File: config.mk
export PLATFORM = sky130hd
export DESIGN_NAME = latwin_pop_ctrl
export DESIGN_NICKNAME = d
export VERILOG_FILES = /design/src/rtl/latwin_pkg.sv /design/src/rtl/latwin_time_base.sv /design/src/rtl/latwin_read_pos.sv /design/src/rtl/latwin_pop_fsm.sv /design/src/rtl/latwin_pop_ctrl.sv
export SDC_FILE = /design/constraint.sdc
export NUM_CORES = 1
export LEC_CHECK = 0
export ABC_AREA = 1
export BUFFER_PORTS_ARGS = -buffer_cell sky130_fd_sc_hd__buf_4
export CAP_MARGIN = 10
export CORE_MARGIN = 1
export CORE_UTILIZATION = 30
export DETAILED_ROUTE_END_ITERATION = 8
export GPL_ROUTABILITY_DRIVEN = 0
export HOLD_SLACK_MARGIN = 0.05
export PLACE_DENSITY_LB_ADDON = 0.25
export SETUP_SLACK_MARGIN = 0.3
export SYNTH_ARGS = -nofsm -noshare
export SYNTH_HDL_FRONTEND = slang
export SYNTH_HIERARCHICAL = 1
export SYNTH_SLANG_ARGS = --single-unit
File: constraint.sdc
create_clock -name clk_i -period 2.59 [get_ports clk_i]
set_clock_uncertainty 0.1 [all_clocks]
set_input_delay 0.518 -clock clk_i [delete_from_list [all_inputs] [get_ports clk_i]]
set_output_delay 0.518 -clock clk_i [all_outputs]
set_load 0.02 [all_outputs]
File: src/rtl/latwin_pkg.sv
package latwin_pkg;
  typedef enum logic [1:0] {
    ST_INIT  = 2'd0,
    ST_TRACK = 2'd1,
    ST_HOLD  = 2'd2,
    ST_DRAIN = 2'd3
  } latwin_state_e;
endpackage

File: src/rtl/latwin_time_base.sv
module latwin_time_base #(
  parameter int TS_W      = 12,
  parameter int TICK_LOG2 = 4,
  localparam int PER_W    = TS_W - TICK_LOG2
) (
  input  logic             clk_i,
  input  logic             rst_ni,
  output logic [PER_W-1:0] per_o
);
  logic [TS_W-1:0] ts_q;

  always_ff @(posedge clk_i or negedge rst_ni) begin
    if (!rst_ni) ts_q <= '0;
    else         ts_q <= ts_q + 1'b1;
  end

  assign per_o = ts_q[TS_W-1:TICK_LOG2];
endmodule

File: src/rtl/latwin_read_pos.sv
module latwin_read_pos #(
  parameter int ADDR_W  = 4,
  parameter int PAY_W   = 5,
  parameter int TP_W    = 8,
  localparam int WORD_W = ADDR_W + PAY_W
) (
  input  logic              clk_i,
  input  logic              rst_ni,
  input  logic              pop_i,
  input  logic [WORD_W-1:0] word_i,
  output logic [TP_W-1:0]   tp_o
);
  logic is_marker;
  logic [TP_W-1:0] tp_q;

  assign is_marker = (word_i[WORD_W-1 -: ADDR_W] == '0);

  always_ff @(posedge clk_i or negedge rst_ni) begin
    if (!rst_ni)                tp_q <= '0;
    else if (pop_i && is_marker) tp_q <= tp_q + 1'b1;
  end

  assign tp_o = tp_q;


  tp_hold_chk: assert property (@(posedge clk_i) disable iff (!rst_ni)
    !(pop_i && is_marker) |=> $stable(tp_o));
endmodule

File: src/rtl/latwin_pop_fsm.sv
module latwin_pop_fsm
  import latwin_pkg::*;
#(
  parameter int TP_W    = 8,
  parameter int LAT_PER = 64,
  parameter int WIN_PER = 16
) (
  input  logic            clk_i,
  input  logic            rst_ni,
  input  logic [TP_W-1:0] per_i,
  input  logic [TP_W-1:0] tp_i,
  input  logic            fifo_empty_i,
  input  logic            trig_i,
  input  logic            token_i,
  output logic            pop_o,
  output logic            push_o,
  output logic            token_o,
  output logic            drop_o
);
  localparam logic [TP_W-1:0] LAT_C = TP_W'(LAT_PER);
  localparam logic [TP_W-1:0] WIN_C = TP_W'(WIN_PER);

  latwin_state_e   state_q, state_d;
  logic [TP_W-1:0] trig_pos_q;
  logic [TP_W-1:0] lag, ahead;
  logic            drain_done, token_q, drop_q;

  always_comb begin
    lag        = per_i - tp_i;
    ahead      = tp_i - trig_pos_q;
    pop_o      = 1'b0;
    state_d    = state_q;
    drain_done = 1'b0;
    unique case (state_q)
      ST_INIT: begin
        if (lag > LAT_C) state_d = ST_TRACK;
      end
      ST_TRACK: begin
        pop_o = !fifo_empty_i && !trig_i && (lag > LAT_C);
        if (trig_i) state_d = ST_HOLD;
      end
      ST_HOLD: begin
        if (token_i) state_d = ST_DRAIN;
      end
      ST_DRAIN: begin
        pop_o = !fifo_empty_i && (ahead < WIN_C);
        if (ahead >= WIN_C) begin
          state_d    = ST_TRACK;
          drain_done = 1'b1;
        end
      end
      default: state_d = ST_INIT;
    endcase
  end

  assign push_o = pop_o && (state_q == ST_DRAIN);

  always_ff @(posedge clk_i or negedge rst_ni) begin
    if (!rst_ni) begin
      state_q    <= ST_INIT;
      trig_pos_q <= '0;
      token_q    <= 1'b0;
      drop_q     <= 1'b0;
    end else begin
      state_q <= state_d;
      if (state_q == ST_TRACK && trig_i) trig_pos_q <= tp_i;
      token_q <= drain_done || (token_i && state_q != ST_HOLD);
      drop_q  <= drop_q || (trig_i && state_q != ST_TRACK);
    end
  end

  assign token_o = token_q;
  assign drop_o  = drop_q;


  no_pop_empty_chk: assert property (@(posedge clk_i) disable iff (!rst_ni)
    fifo_empty_i |-> !pop_o);

  init_no_pop_chk: assert property (@(posedge clk_i) disable iff (!rst_ni)
    (state_q == ST_INIT) |-> !pop_o);

  hold_no_pop_chk: assert property (@(posedge clk_i) disable iff (!rst_ni)
    (state_q == ST_HOLD) |-> !pop_o);

  trig_save_chk: assert property (@(posedge clk_i) disable iff (!rst_ni)
    (state_q == ST_TRACK && trig_i) |=> (state_q == ST_HOLD && trig_pos_q == $past(tp_i)));

  drain_token_chk: assert property (@(posedge clk_i) disable iff (!rst_ni)
    (state_q == ST_DRAIN && ahead >= WIN_C) |=> token_o);

  drop_sticky_chk: assert property (@(posedge clk_i) disable iff (!rst_ni)
    drop_o |=> drop_o);
endmodule

File: src/rtl/latwin_pop_ctrl.sv
module latwin_pop_ctrl #(
  parameter int TS_W      = 12,
  parameter int TICK_LOG2 = 4,
  parameter int ADDR_W    = 4,
  parameter int PAY_W     = 5,
  parameter int LAT_PER   = 64,
  parameter int WIN_PER   = 16,
  localparam int TP_W     = TS_W - TICK_LOG2,
  localparam int WORD_W   = ADDR_W + PAY_W
) (
  input  logic              clk_i,
  input  logic              rst_ni,
  input  logic              fifo_empty_i,
  input  logic [WORD_W-1:0] fifo_word_i,
  output logic              fifo_pop_o,
  input  logic              trig_i,
  input  logic              token_i,
  output logic              token_o,
  output logic              evb_push_o,
  output logic [WORD_W-1:0] evb_word_o,
  output logic              trig_drop_o
);
  logic [TP_W-1:0] per;
  logic [TP_W-1:0] tp;
  logic            pop;

  latwin_time_base #(.TS_W(TS_W), .TICK_LOG2(TICK_LOG2)) u_time (
    .clk_i (clk_i),
    .rst_ni(rst_ni),
    .per_o (per)
  );

  latwin_read_pos #(.ADDR_W(ADDR_W), .PAY_W(PAY_W), .TP_W(TP_W)) u_rpos (
    .clk_i (clk_i),
    .rst_ni(rst_ni),
    .pop_i (pop),
    .word_i(fifo_word_i),
    .tp_o  (tp)
  );

  latwin_pop_fsm #(.TP_W(TP_W), .LAT_PER(LAT_PER), .WIN_PER(WIN_PER)) u_fsm (
    .clk_i       (clk_i),
    .rst_ni      (rst_ni),
    .per_i       (per),
    .tp_i        (tp),
    .fifo_empty_i(fifo_empty_i),
    .trig_i      (trig_i),
    .token_i     (token_i),
    .pop_o       (pop),
    .push_o      (evb_push_o),
    .token_o     (token_o),
    .drop_o      (trig_drop_o)
  );

  assign fifo_pop_o = pop;
  assign evb_word_o = fifo_word_i;


  reset_quiet_chk: assert property (@(posedge clk_i) disable iff (!rst_ni)
    $rose(rst_ni) |-> (!fifo_pop_o && !evb_push_o && !token_o && !trig_drop_o));
endmodule

# --- Word-level counts from Yosys, hierarchy flattened ---
# Cells that the tools add are included.
op_classes:
  n_mux: 8
  order_cmp: 3
  eq_ne: 9
  reduce_logical: 15
  n_addsub: 4
ops:
  columns: ["cell", "count"]
  rows:
  - ["$sub A8 B8 Y8", 2]
  - ["$add A12 B1 Y12 const B", 1]
  - ["$add A8 B1 Y8 const B", 1]
  - ["$ge A8 B5 Y1 const B", 1]
  - ["$gt A8 B7 Y1 const B", 1]
  - ["$logic_and A1 B1 Y1", 8]
  - ["$lt A8 B5 Y1 const B", 1]
  - ["$mux W2", 4]
  - ["$pmux W2 S4", 1]
  - ["$ne A2 B1 Y1 const B", 3]
  - ["$ne A2 B2 Y1 const B", 3]
  - ["$eq A2 B2 Y1 const B", 2]
  - ["$logic_not A4 Y1", 1]
  - ["$reduce_and A4 Y1", 1]
  - ["$eq A2 B1 Y1 const B", 1]
  - ["$logic_not A1 Y1", 2]
  - ["$logic_not A2 Y1", 1]
  - ["$logic_or A1 B1 Y1", 2]
  - ["$mux W1", 2]
  - ["$pmux W1 S2", 1]
totals:
  regBits: 32
  wordCells: 45
  output_inout_bits: 13

# --- Depth between registers and ports, before layout ---
# Gate-level depths: netlist (run 1).
depth:
  word_depth: 5
  ltp_mapped: 20

# --- Modules after synthesis ---
# Netlist (run 1), hierarchy kept.
by_module_without_submodules:
  columns: ["mod", "area_per_inst_um2", "cells_each", "seq_area_each_um2", "n_inst"]
  rows:
  - ["latwin_pop_fsm", 1377.6, 202, 300.3, 1]
  - ["latwin_time_base", 608.1, 67, 300.3, 1]
  - ["latwin_read_pos", 476.7, 59, 200.2, 1]
  - ["latwin_pop_ctrl", 67.6, 9, 0.0, 1]

# --- Worst setup path before layout (run 1) ---
# No wires, ideal clock.
synth_timing:
  path_kind: "flip-flop to flip-flop"
  from: "register u_rpos.tp_q[0] (netlist: u_rpos/tp_o[0])"
  to: "register u_rpos.tp_q[2] (netlist: u_rpos/tp_o[2])"
  stages_incl_launch_ff: 17
  setup_ps: 123
  arrival_time_ps: 2552
  setup_slack_ps: -185
  n_path_buf: 0
  t_required_ps: 2367
  period_less_slack_ps: 2775
  path_cell_list: "dfrtp_1 inv_1 ha_1 inv_1 fa_1 nand3_1 nand3_1 nand2_1 nand2_2 nor2_4 nand3_1 o21ai_1 nand2_1 nor2_8 inv_2 nand2_1 o21ai_1"
synth_between:
  elab_chain_cells: 5
  elab_cells_between_ends: 9
  cone_classes: "3 x add/sub; 2 x order compare; 1 x mux; 3 x reduce/logical"
synth_rtl:
  columns: ["item", "line", "rtl"]
  rows:
  - ["from (decl)", "latwin_read_pos.sv:14", "logic [TP_W-1:0] tp_q;"]
  - ["from (signal assigned)", "latwin_read_pos.sv:20", "else if (pop_i && is_marker) tp_q <= tp_q + 1'b1;"]
  - ["$sub A8 B8 Y8 (on tied branches)", "latwin_pop_fsm.sv:30, latwin_pop_fsm.sv:29", null]
  - ["$lt A8 B5 Y1 / $gt A8 B7 Y1 (equally long branches)", "latwin_pop_fsm.sv:46, latwin_pop_fsm.sv:39", null]
  - ["$logic_and A1 B1 Y1 (on tied branches)", "latwin_pop_fsm.sv:46, latwin_pop_fsm.sv:39", null]
  - ["$pmux W1 S2 (*)", "latwin_pop_fsm.sv:34", "unique case (state_q)"]
  - ["net fifo_pop_o", "latwin_pop_ctrl.sv:15", "output logic fifo_pop_o,"]
  - ["$logic_and A1 B1 Y1 (*)", "latwin_read_pos.sv:20", null]
# Mark *: on every way through the listed nets, which the timed path passes. The rest lies on a longest branch.
# A chain may end at the register's enable or synchronous reset.

# --- Final worst setup path (run 1) ---
layout_timing:
  from: "register u_rpos.tp_q[0] (netlist: u_rpos/tp_o[0])"
  to: "output fifo_pop_o"
layout_between:
  elab_chain_cells: 4
  elab_cells_between_ends: 7
  cone_classes: "2 x add/sub; 2 x order compare; 1 x mux; 2 x reduce/logical"
layout_rtl:
  columns: ["item", "line"]
  rows:
  - ["$sub A8 B8 Y8 (on tied branches)", "latwin_pop_fsm.sv:30, latwin_pop_fsm.sv:29"]
  - ["$lt A8 B5 Y1 / $gt A8 B7 Y1 (equally long branches)", "latwin_pop_fsm.sv:46, latwin_pop_fsm.sv:39"]
  - ["$logic_and A1 B1 Y1 (on tied branches)", "latwin_pop_fsm.sv:46, latwin_pop_fsm.sv:39"]
  - ["$pmux W1 S2 (*)", "latwin_pop_fsm.sv:34"]
  - ["to (decl)", "latwin_pop_ctrl.sv:15"]
# Mark *: on every way between the ends. The rest lies on a longest branch, timed or not.

==> results.txt, run 1 <==
After the flow finishes, the layout carries non-filler instances totaling 476. Data on the critical path arrives at its endpoint at 2.23 ns. The logs give 53.3% for the sequential group share of total power and 4 for the first-pass detailed-route iteration total. After clock tree synthesis, the flow added hold-fix buffers numbering 0. The tool flagged a number of max-cap violations equal to 0.

Counting the buffers created by CTS gives 5. The run gives 30 as the number of distinct standard cells referenced by the synthesized netlist. The core region is 8175 um2.

In this run the tightest slew margin relative to its limit is 69.60%. The run gives 2 as the depth of the CTS H-tree. The type of destination of the critical path is an output port. The height of the die is 93.83 um, and the antenna violation net count after detailed routing is 0. Number of hold-slack violations in the final timing report: 0. The width of the die was 93.83 um; the clock network fraction of design power was 42.5%.

In this run the tool buffered the top-level ports with 16 buffer cells. The data required time at the worst endpoint came out at 1.97 ns. Setup repair after global routing could not meet its margin everywhere.

By startpoint and endpoint, the worst setup path is classified as reg2out. The mapped netlist covers 2530 um2. The library cell used most frequently in the layout, excluding fill and tap cells, is sky130_fd_sc_hd__nand2_1. The worst min-delay path category is in2async.

The number of synthesized register bits was 32. The post-synthesis cell count is 337, and the switching share of power is 24.84%. The final reports fail on negative setup slack. In this run the power spent charging and discharging nets is 233.2 uW. In this run the static leakage power is 0.001621 uW. The logs give -0.2612 ns for the final worst setup slack and 350.7 MHz for the maximum achievable frequency. The share of layout cells above drive strength 1 came out at 30.19%. In the routed layout, each cell is associated on average with a via count of 4.408. The tools report the number of antenna violations at the first check in global routing as 0. For the global-route wire length before repair, the log shows 9294 um. Across the VDD grid, the largest voltage drop is 167.7 uV.

For the sequential fraction of the synthesis area, the log shows 31.65%. Post-DP HPWL: 3961 um. No sink is reached through more buffers than the 2 on the longest clock path. The number of top-level design ports was 27; the slew at the pin closest to its max-slew limit was 0.4561 ns. The worst path uses 110.1% of the clock period. The post-route minimum period is 2.851 ns, and the number of max-slew violations in the final report is 0. The tools report the synthesized net count as 374. In the layout the commonest cells are sky130_fd_sc_hd__nand2_1, sky130_fd_sc_hd__inv_1, sky130_fd_sc_hd__buf_4. The tools report the cell chosen for the clock root as sky130_fd_sc_hd__clkbuf_8.

The run gives 705.4 uW as the internal power summed over all cells. After floorplanning, the core was divided into 33 placement rows. A synthesized cell averages 7.507 um2. Setup violations remaining at the end of the flow were counted as 10. The logs give 4.2% for the fraction of power consumed by combinational cells and 38.23% for the final cell utilization of the core.

The kind of start point of the critical path was a flop. The cell area power density was 300.3 nW/um2. Yosys printed 6 warnings. The detail-routed net length per standard cell was 11.04 um; the initial core utilization was 30.95%. For the number of global-route vias before repair, the log shows 2032.

The number of DRC violations after detailed routing came out at 0. The routed layout has 2098 vias. The number of diodes added for antenna fixing was 0.

The TritonCTS sink count came out at 32. OpenSTA, run right after detailed placement, puts the worst setup slack at -0.06478 ns. Clock-pin slew was measured on the worst setup and hold paths at 0.08 ns.

TritonCTS built the clock tree. Of all nets on the critical path, the largest fanout is 3. Summed over all layers, the routed wires come to 5256 um. The all-layer global routing usage was 13.48%; the placed instance count was 459. In this run, the number of DRC markers left after iteration 0 of detailed routing was 60.

Across all hold checks on the routed design, the worst slack comes to 0.07413 ns. The flow ran to the end, but the final reports show violations. The overall overflow remaining after global route was 0. Clock latency on the worst-skew pair, taken at its later pin, is 0.29 ns. The largest net degree at the start of global routing is 33, and the number of nets at the end of the flow is 407. The post-synthesis to final-layout area growth was 23.54%. The floorplan step defined a die boundary enclosing 8804 um2.
==> stage by stage <==
stage | setup TNS [ns] | cell area (um2) | power (uW)
4_1_cts | -1.060 | 3059 | 959.8
2_1_floorplan | 0 | 2586 | 537.7
6_report | -1.281 | 3126 | 938.6
3_3_place_gp | -0.04494 | 2849 | 550.5
5_1_grt | -2.837 | 3126 | 983.1
3_5_place_dp | -0.1646 | 2849 | 550.9
==> power by group through the flow <==
stage	Sequential [uW]	Clock, uW	Combinational [uW]
after detailed placement	510	0	40.8
after CTS	500	418	41.2
after global routing	500	438	44.7
after floorplan	511	0	26.5
after global placement	510	0	40.6
final	500	399	39.6
==> cells in the mapped netlist (all sizes together) <==
library cell | count | area (um2)
a21o | 3 | 22.52
nand3b | 4 | 30.03
nand3 | 27 | 177.7
nand2 | 106 | 422.9
dfrtp | 32 | 800.8
a21oi | 10 | 65.07
nor2 | 21 | 120.1
o21bai | 2 | 15.01
xor2 | 7 | 61.31
mux2 | 1 | 11.26
clkbuf | 1 | 3.750
nor3 | 1 | 5.000
fa | 2 | 40.04
xnor2 | 5 | 43.79
inv | 59 | 221.5
o22ai | 1 | 6.260
nand4 | 6 | 37.54
buf | 17 | 127.6
ha | 21 | 262.8
o21ai | 11 | 55.05
==> metal layers <==
layer  track usage (%)  share of wire (%)  wire (um)
met3             2.427                2.4        127
met4             3.846               0.95         50
met5                 0                  0          0
met1             16.75                 47       2455
met2             23.66                 50       2623
==> logic make-up after synthesis <==
| kind of cell | Yosys count | synth area share, % |
|---|---|---|
| compound gates | 27 | 6.479 |
| xor+xnor | 12 | 4.154 |
| fa+ha+maj | 23 | 11.97 |
| buf+inv | 77 | 13.95 |
| flops | 32 | 31.65 |
| mux | 1 | 0.4451 |
| simple gates | 165 | 31.36 |
==> critical path, cell delays in order, from the launching register on <==
cell and delay (ns):
sky130_fd_sc_hd__dfrtp_2 0.44, sky130_fd_sc_hd__ha_4 0.17, sky130_fd_sc_hd__inv_4 0.05, sky130_fd_sc_hd__fa_2 0.43
sky130_fd_sc_hd__inv_2 0.06, sky130_fd_sc_hd__nand2_2 0.04, sky130_fd_sc_hd__a21oi_2 0.09, sky130_fd_sc_hd__nand3_1 0.08
sky130_fd_sc_hd__nor2_1 0.09, sky130_fd_sc_hd__nand2_1 0.07, sky130_fd_sc_hd__nand2_2 0.08, sky130_fd_sc_hd__nand2_2 0.06
sky130_fd_sc_hd__nand2_4 0.09, sky130_fd_sc_hd__o21ai_4 0.06, sky130_fd_sc_hd__buf_6 0.13
==> area by class of cell <==
class | instances | area (um2)
clock buffer | 5 | 68.82
clock inverter | 3 | 23.77
fill | 879 | 5050
inverter | 59 | 231.5
multi-input combinational | 228 | 1509
sequential | 32 | 803.3
tap | 105 | 131.4
timing repair buffer | 44 | 357.8
==> sequential cells by signal, indices dropped and copies added (netlist names) <==
signal and count:
u_fsm/token_o 1, u_fsm/state_q 2, u_fsm/drop_o 1, u_fsm/trig_pos_q 8, u_time/ts_q 12, u_rpos/tp_o 8
==> worst paths after layout <==
kind,slack (ns),cells past startpoint,start,endpoint
setup / recovery,-0.26,14,u_rpos/tp_o[0],fifo_pop_o
hold / removal,0.07,1,rst_ni,u_rpos/tp_o[5]
setup reg to reg,-0.18,21,u_rpos/tp_o[0],u_rpos/tp_o[4]
hold reg to reg,0.36,1,u_fsm/drop_o,u_fsm/drop_o
max in group asynchronous,1.96,1,rst_ni,u_rpos/tp_o[0]
min in group clk_i,0.35,2,token_i,u_fsm/token_o
==> timing repair <==
item	CTS	global route
setup endpoints to repair	10	12
buffers inserted	8	1
pin swaps	7	15
endpoints found under the hold margin	0	0
gates resized for setup	14	19
Power figures use the tool's default switching activity.
==> inputs of run 2 (changes only) <==
--- a/constraint.sdc
+++ b/constraint.sdc
@@ -3,3 +3,3 @@
 set_input_delay 0.518 -clock clk_i [delete_from_list [all_inputs] [get_ports clk_i]]
 set_output_delay 0.518 -clock clk_i [all_outputs]
-set_load 0.02 [all_outputs]
+set_load 0.05 [all_outputs]
==> run 2 against run 1 <==
The run still ends with negative setup slack left. Non-clock buffer count grew 5. Fmax shrank 1.7%. Clock power grew 3%. Wire length shrank 2.1%. Largest power group unchanged. Highest routed layer unchanged.
==> results.txt, run 2 (synthesis gave the netlist of run 1 again) <==
The logs give 803.3 um2 (unchanged) for the area of all sequential standard cells and 2493 um (+1.5%) for the met1 layer wirelength in the final routing. Area of the core: 8175 um2 (unchanged). The final critical-path share of the clock period is 112.0% (+1.9 points). Leaving out fill and tap cells, the most frequent cells in the layout are sky130_fd_sc_hd__nand2_1, sky130_fd_sc_hd__inv_1, sky130_fd_sc_hd__buf_4.

The tools report the tightest slew margin relative to the limit as 70.44% (+0.84 points). The setup path with the least slack is of type reg2out. Depth of the CTS H-tree: 2 (unchanged). The post-DP HPWL was 3837 um (-3.1%).

The largest fanout on the critical path came out at 3 (unchanged). After detailed routing, no signal wire sits above met4. The insertion delay to the later sink of the worst-skew pair was 0.29 ns (about the same); the data arrival time of the critical path was 2.28 ns (+0.05 ns).

The slew at the pin closest to its max-slew limit is 0.4435 ns (-0.01259 ns). The height of the die came out at 93.83 um (unchanged). The run gives 0 (unchanged) as the number of antenna violations at the first check in global routing. The final worst setup slack is -0.3106 ns (-0.04943 ns), and the post-detailed-route via-to-cell ratio is 4.346 (-1.4%). The sequential group share of total power is 52.1% (-1.2 points).

Post-route minimum period: 2.901 ns (+0.04943 ns). The fraction of power consumed by combinational cells is 5.2% (+1.0 points), and the overall overflow remaining after global route is 0 (unchanged). The peak ir drop on the vdd network is 158.8 uV (-5.3%). The global-route wire length before repair was 8804 um (-5.3%); the number of buffers added on ports was 16 (unchanged). The worst setup path is launched from a flop. Post-route cell area: 3179 um2 (+1.7%). The logs give 1.97 ns (about the same) for the data required time at the worst endpoint and 1516 um2 (+0.50%) for the multi-input combinational cell area.

The number of nets at the end of the flow is 413 (+1.5%), and the TritonCTS sink count is 32 (unchanged). The all-layer global routing usage was 13.01% (-0.47 points); the detail-routed net length per standard cell was 10.67 um (-3.3%). The antenna violation net count after detailed routing was 0 (unchanged).

The switching share of power works out to 24.21% (-0.63 points). The number of fillers in the final layout was 839 (-4.6%). The checks that failed: negative setup slack. The library cell used most frequently in the layout, excluding fill and tap cells, is sky130_fd_sc_hd__nand2_1.

The tools report the internal power summed over all cells as 727.4 uW (+3.1%). Setup repair after global routing could not meet its margin everywhere. The DRC marker count from the first detailed-route iteration is 84 (+40%), and the number of top-level design ports is 27 (unchanged).

The maximum achievable frequency came out at 344.8 MHz (-1.7%). The first-pass detailed-route iteration total was 4 (unchanged); the post-synthesis to final-layout area growth was 25.67%. The tools report the total number of vias as 2095 (-0.14%).

The logs give 12 (+2) for the total setup violations reported at the end of the flow and 0 (unchanged) for the reported max-cap violation count. The switching power total came out at 232.4 uW (-0.35%). The flow ran to the end, but the final reports show violations. Met2 routed wirelength: 2391 um (-8.8%).

The met3 routed wirelength came out at 192 um (+51%). The number of flip-flops under the largest register name was 12 (unchanged). For the post-place setup slack, the log shows -0.08878 ns (-0.02400 ns).

The number of hold-slack violations in the final timing report came out at 0 (unchanged). The largest net degree at the start of global routing came out at 33 (unchanged). The number of global-route vias before repair was 1914 (-5.8%); the number of diodes added for antenna fixing was 0 (unchanged). The tools report the cell chosen for the clock root as sky130_fd_sc_hd__clkbuf_8. Counting flops per register, the top entry is u_time/ts_q. The tools report the area of the die as 8804 um2 (unchanged). The tools report the post-layout total power as 959.8 uW (+2.3%). The width of the die is 93.83 um (unchanged), and the wire length reported by the detailed router is 5144 um (-2.1%).

TritonCTS built the clock tree. Number of DRC violations after detailed routing: 0 (unchanged). The area of placed instances came out at 2874 um2 (+0.88%). The type of destination of the critical path was an output port.

The logs give 5 (unchanged) for the number of CTS-inserted buffers and 2 (unchanged) for the deepest clock path buffer count. The total number of placement rows is 33 (unchanged). The number of max-slew violations in the final report is 0 (unchanged), and the post-CTS clock slew at the launch and capture registers of the worst setup and hold paths is 0.07 ns (about the same). The worst min-delay path category was in2async. The initial core utilization was 30.95% (unchanged).

The clock network fraction of design power is 42.6% (about the same), and the cell area power density is 301.9 nW/um2 (+0.52%). Number of hold-repair buffers added at the cts stage: 0 (unchanged). Share of layout cells above drive strength 1: 30.24% (+0.050 points).

For the static leakage, the log shows 0.001644 uW (+1.4%).
==> run 2: cell count changes in the layout (fill, tap and decap cells not counted), sizes merged <==
| cell | previous run | this run |
|---|---|---|
| buf | 44 | 49 |
| clkbuf | 5 | 6 |
| clkinv | 1 | 2 |
| clkinvlp | 2 | 0 |
| nor2 | 21 | 22 |
==> run 2: stage by stage <==
| step | cells | hold WS [ns] | util, % | TNS [ns] |
|---|---|---|---|---|
| after floorplan | 337 | 0.1224 | - | -0.3138 |
| after global placement | 459 | 0.3434 | 35.15 | -0.09833 |
| after detailed placement | 459 | 0.3464 | 35.15 | -0.1877 |
| after CTS | 478 | 0.09379 | 37.73 | -1.877 |
| after global routing | 482 | 0.1172 | 38.89 | -3.042 |
| final | 482 | 0.07678 | 38.89 | -1.284 |
==> run 2: power by group through the flow <==
| stage | Clock (uW) | Sequential [uW] | Combinational [uW] |
|---|---|---|---|
| 2_1_floorplan | 0 | 513 | 43.4 |
| 3_3_place_gp | 0 | 510 | 49.5 |
| 3_5_place_dp | 0 | 510 | 50.1 |
| 4_1_cts | 423 | 500 | 51.8 |
| 5_1_grt | 445 | 500 | 55.4 |
| 6_report | 409 | 500 | 50.1 |
==> run 2: path summary, 6_finish.rpt <==
check	from	end	slack (ns)	depth (start not counted)
max	u_rpos/tp_o[0]	fifo_pop_o	-0.31	14
min	rst_ni	u_fsm/trig_pos_q[7]	0.08	1
max reg2reg	u_time/ts_q[4]	u_fsm/state_q[0]	-0.21	23
min reg2reg	u_fsm/drop_o	u_fsm/drop_o	0.36	1
max in group asynchronous	rst_ni	u_rpos/tp_o[0]	1.97	1
min in group clk_i	token_i	u_fsm/token_o	0.34	2
==> run 2: worst max-delay path, cell delays in order (launching register included) <==
cell	delay, ns
sky130_fd_sc_hd__dfrtp_2	0.44
sky130_fd_sc_hd__ha_4	0.17
sky130_fd_sc_hd__inv_4	0.05
sky130_fd_sc_hd__fa_2	0.43
sky130_fd_sc_hd__inv_2	0.06
sky130_fd_sc_hd__nand2_2	0.05
sky130_fd_sc_hd__a21oi_2	0.09
sky130_fd_sc_hd__nand3_1	0.09
sky130_fd_sc_hd__nor2_1	0.09
sky130_fd_sc_hd__nand2_1	0.07
sky130_fd_sc_hd__nand2_2	0.09
sky130_fd_sc_hd__nand2_2	0.07
sky130_fd_sc_hd__nand2_4	0.09
sky130_fd_sc_hd__o21ai_4	0.06
sky130_fd_sc_hd__buf_6	0.15
==> run 2: routing by layer <==
metal  up-vias  GRT usage [%]
met5         -              0
met4         0          3.590
met3         8          2.508
met2        39          21.29
met1       934          17.38
li1       1114              -
==> run 2: area by class of cell <==
cell class	count	share of cell area, %
Timing Repair Buffer	49	12.87
Tap cell	105	4.132
Inverter	59	7.123
Sequential cell	32	25.27
Multi-Input combinational cell	229	47.70
Clock buffer	6	2.597
Clock inverter	2	0.3148
==> run 2: repair_timing <==
action / CTS / global route
endpoints found under the setup margin: 10 / 12
resized for setup: 7 / 19
setup buffers: 10 / 4
pin swaps: 5 / 11
hold endpoints to repair: 0 / 0
cloned: 1 / 0
==> inputs of run 3 (changes only) <==
Settings changed: PLACE_DENSITY_LB_ADDON 0.25 to unset, SKIP_LAST_GASP set to 1.
==> run 3 against run 2 <==
The flow still finishes with violations (negative setup slack). Sequential cell count stayed put. Register-to-register slack better by 0.13 ns. Global-route usage hardly changed. Worst hold slack worse by 0.013 ns. Critical endpoint unchanged. Largest cell class unchanged.
==> results.txt, run 3 (synthesis gave the netlist of run 1 again) <==
The flow ran to the end, but the final reports show violations. The final reports fail on negative setup slack. The initial core utilization was 30.95% (unchanged). For the post-place setup slack, the log shows -0.1017 ns (-0.01295 ns). The share of layout cells above drive strength 1 is 30.27% (+0.032 points), and the width of the die is 93.83 um (unchanged).

The critical path in this run is classified as reg2out. The number of nets at the end of the flow was 406 (-1.7%). The run gives 5 (unchanged) as the number of CTS-inserted buffers. The fraction of power consumed by combinational cells was 4.8% (-0.4 points); the area of the die was 8804 um2 (unchanged).

The depth of the CTS H-tree is 2 (unchanged). The slew at the pin closest to its max-slew limit works out to 0.4556 ns (+0.01213 ns). The static leakage is 0.001616 uW (-1.7%).

The worst hold path belongs to the class in2async. Area of placed instances: 2874 um2 (unchanged). The wire length reported by the detailed router is 5297 um (+3.0%). The placed instance count was 459 (unchanged); the number of max-slew violations in the final report was 0 (unchanged).

The run gives 342.6 MHz (-0.62%) as the maximum achievable frequency. The sequential group share of total power is 48.6% (-3.5 points), and the largest fanout on the critical path is 3 (unchanged). The number of buffers added on ports is 16 (unchanged). Leaving out fill and tap cells, the most frequent cells in the layout are sky130_fd_sc_hd__nand2_1, sky130_fd_sc_hd__inv_1, sky130_fd_sc_hd__buf_4. The final critical-path share of the clock period works out to 112.7% (+0.70 points). For the clock network fraction of design power, the log shows 46.6% (+4.0 points). The number of cells in the finished layout apart from fillers was 475 (-1.5%). The run gives 8990 um (+2.1%) as the global-route wire length before repair.

The total setup violations reported at the end of the flow was 10 (-2). The reported max-cap violation count came out at 0 (unchanged). The tools report the final cell utilization of the core as 38.78% (-0.11 points). Final worst setup slack: -0.3287 ns (-0.01807 ns). The logs give 69.55% (-0.88 points) for the tightest slew margin relative to the limit and 2148 (+2.5%) for the total number of vias. The post-detailed-route via-to-cell ratio works out to 4.522 (+4.0%).

For the internal power summed over all cells, the log shows 799.9 uW (+10%). The run gives 0 (unchanged) as the number of antenna violations at the first check in global routing. The worst reg2reg path depth works out to 18 (-22%).

For the data required time at the worst endpoint, the log shows 1.97 ns (about the same). The number of top-level design ports is 27 (unchanged), and the TritonCTS sink count is 32 (unchanged). Cell area power density: 325.0 nW/um2 (+7.7%). Number of diodes added for antenna fixing: 0 (unchanged). The number of hold-slack violations in the final timing report was 0 (unchanged); the peak ir drop on the vdd network was 258.7 uV (+63%). The kind of start point of the critical path is a flop. The logs give 33 (unchanged) for the total number of placement rows and 8175 um2 (unchanged) for the area of the core. The post-route minimum period works out to 2.919 ns (+0.01807 ns).

The DRC marker count from the first detailed-route iteration was 107 (+27%); the post-synthesis to final-layout area growth was 25.32%. The post-DP HPWL is 3900 um (+1.6%). TritonCTS built the clock tree. The data arrival time of the critical path is 2.30 ns (+0.02 ns).

The number of hold-repair buffers added at the cts stage is 0 (unchanged). For the antenna violation net count after detailed routing, the log shows 0 (unchanged). The cell chosen for the clock root is sky130_fd_sc_hd__clkbuf_8. The deepest clock path buffer count is 2 (unchanged). The logs give 3171 um2 (-0.28%) for the post-route cell area and 230.5 uW (-0.81%) for the switching power total. The number of flip-flops under the largest register name was 12 (unchanged); the largest net degree at the start of global routing was 33 (unchanged). The number of global-route vias before repair came out at 2114 (+10%). Post-CTS clock slew at the launch and capture registers of the worst setup and hold paths: 0.07 ns (about the same). The height of the die was 93.83 um (unchanged). Switching share of power: 22.37% (-1.8 points). The run gives 0.28 ns (about the same) as the insertion delay to the later sink of the worst-skew pair. The number of DRC violations after detailed routing is 0 (unchanged), and the first-pass detailed-route iteration total is 4 (unchanged). The overall overflow remaining after global route was 0 (unchanged). The detail-routed net length per standard cell works out to 11.15 um (+4.5%). Leaving out fill and tap cells, the most frequent cell in the layout is sky130_fd_sc_hd__nand2_1. The most flop-heavy register is u_time/ts_q. The final setup TNS is -1.149 ns (+0.1350 ns).

Setup repair after global routing could not meet its margin everywhere. The all-layer global routing usage was 12.98% (-0.026 points). The type of destination of the critical path is an output port.
## run 3: worst paths after layout
kind                                 from             end  slack (ns)
setup / recovery           u_rpos/tp_o[0]      fifo_pop_o       -0.33
hold / removal                     rst_ni  u_time/ts_q[0]        0.06
hold reg to reg              u_fsm/drop_o    u_fsm/drop_o        0.39
max in group asynchronous          rst_ni  u_rpos/tp_o[2]        1.98
min in group clk_i                token_i   u_fsm/token_o        0.34
setup reg to reg           u_rpos/tp_o[0]  u_rpos/tp_o[2]       -0.08
## run 3: timing repair
item,CTS,global route
gates cloned,1,0
setup buffers,4,3
resized for setup,6,24
endpoints found under the setup margin,10,13
pin swaps,5,11
## run 3: cell type report
type	count	area (um2)
Inverter	59	229.0
Tap cell	105	131.4
Timing Repair Buffer	42	345.3
Clock buffer	5	68.82
Clock inverter	3	42.54
Multi-Input combinational cell	229	1550
Sequential cell	32	803.3
Fill cell	819	5005
## run 3: critical path, cell delays in order (launching register included)
cell	delay [ns]
sky130_fd_sc_hd__dfrtp_2	0.44
sky130_fd_sc_hd__ha_4	0.17
sky130_fd_sc_hd__inv_4	0.05
sky130_fd_sc_hd__fa_2	0.44
sky130_fd_sc_hd__inv_2	0.06
sky130_fd_sc_hd__nand2_2	0.04
sky130_fd_sc_hd__a21oi_2	0.10
sky130_fd_sc_hd__nand3_1	0.09
sky130_fd_sc_hd__nor2_1	0.11
sky130_fd_sc_hd__nand2_1	0.07
sky130_fd_sc_hd__nand2_2	0.07
sky130_fd_sc_hd__nand2_2	0.07
sky130_fd_sc_hd__nand2_4	0.09
sky130_fd_sc_hd__o21ai_4	0.07
sky130_fd_sc_hd__buf_8	0.15
## run 3: power by group through the flow
stage                     Clock [uW]  Combinational (uW)  Sequential (uW)
after detailed placement           0                49.5              510
final                            480                49.8              500
after global placement             0                48.7              510
after CTS                        497                51.2              500
after global routing             515                54.4              500
after floorplan                    0                43.4              513
## run 3: through the flow
step / power [uW] / hold slack (ns)
after floorplan: 556.5 / 0.1224
after global placement: 558.7 / 0.3431
after detailed placement: 559.6 / 0.3613
after CTS: 1048 / 0.08220
after global routing: 1070 / 0.09565
final: 1030 / 0.06391
## run 3: routing by layer
| layer | up-vias | global-route usage, % | share of wire, % |
|---|---|---|---|
| li1 | 1104 | - | - |
| met1 | 1001 | 16.15 | 46 |
| met2 | 33 | 21.96 | 49 |
| met3 | 10 | 2.589 | 3.2 |
| met4 | 0 | 5.000 | 2.0 |
| met5 | - | 0 | 0 |
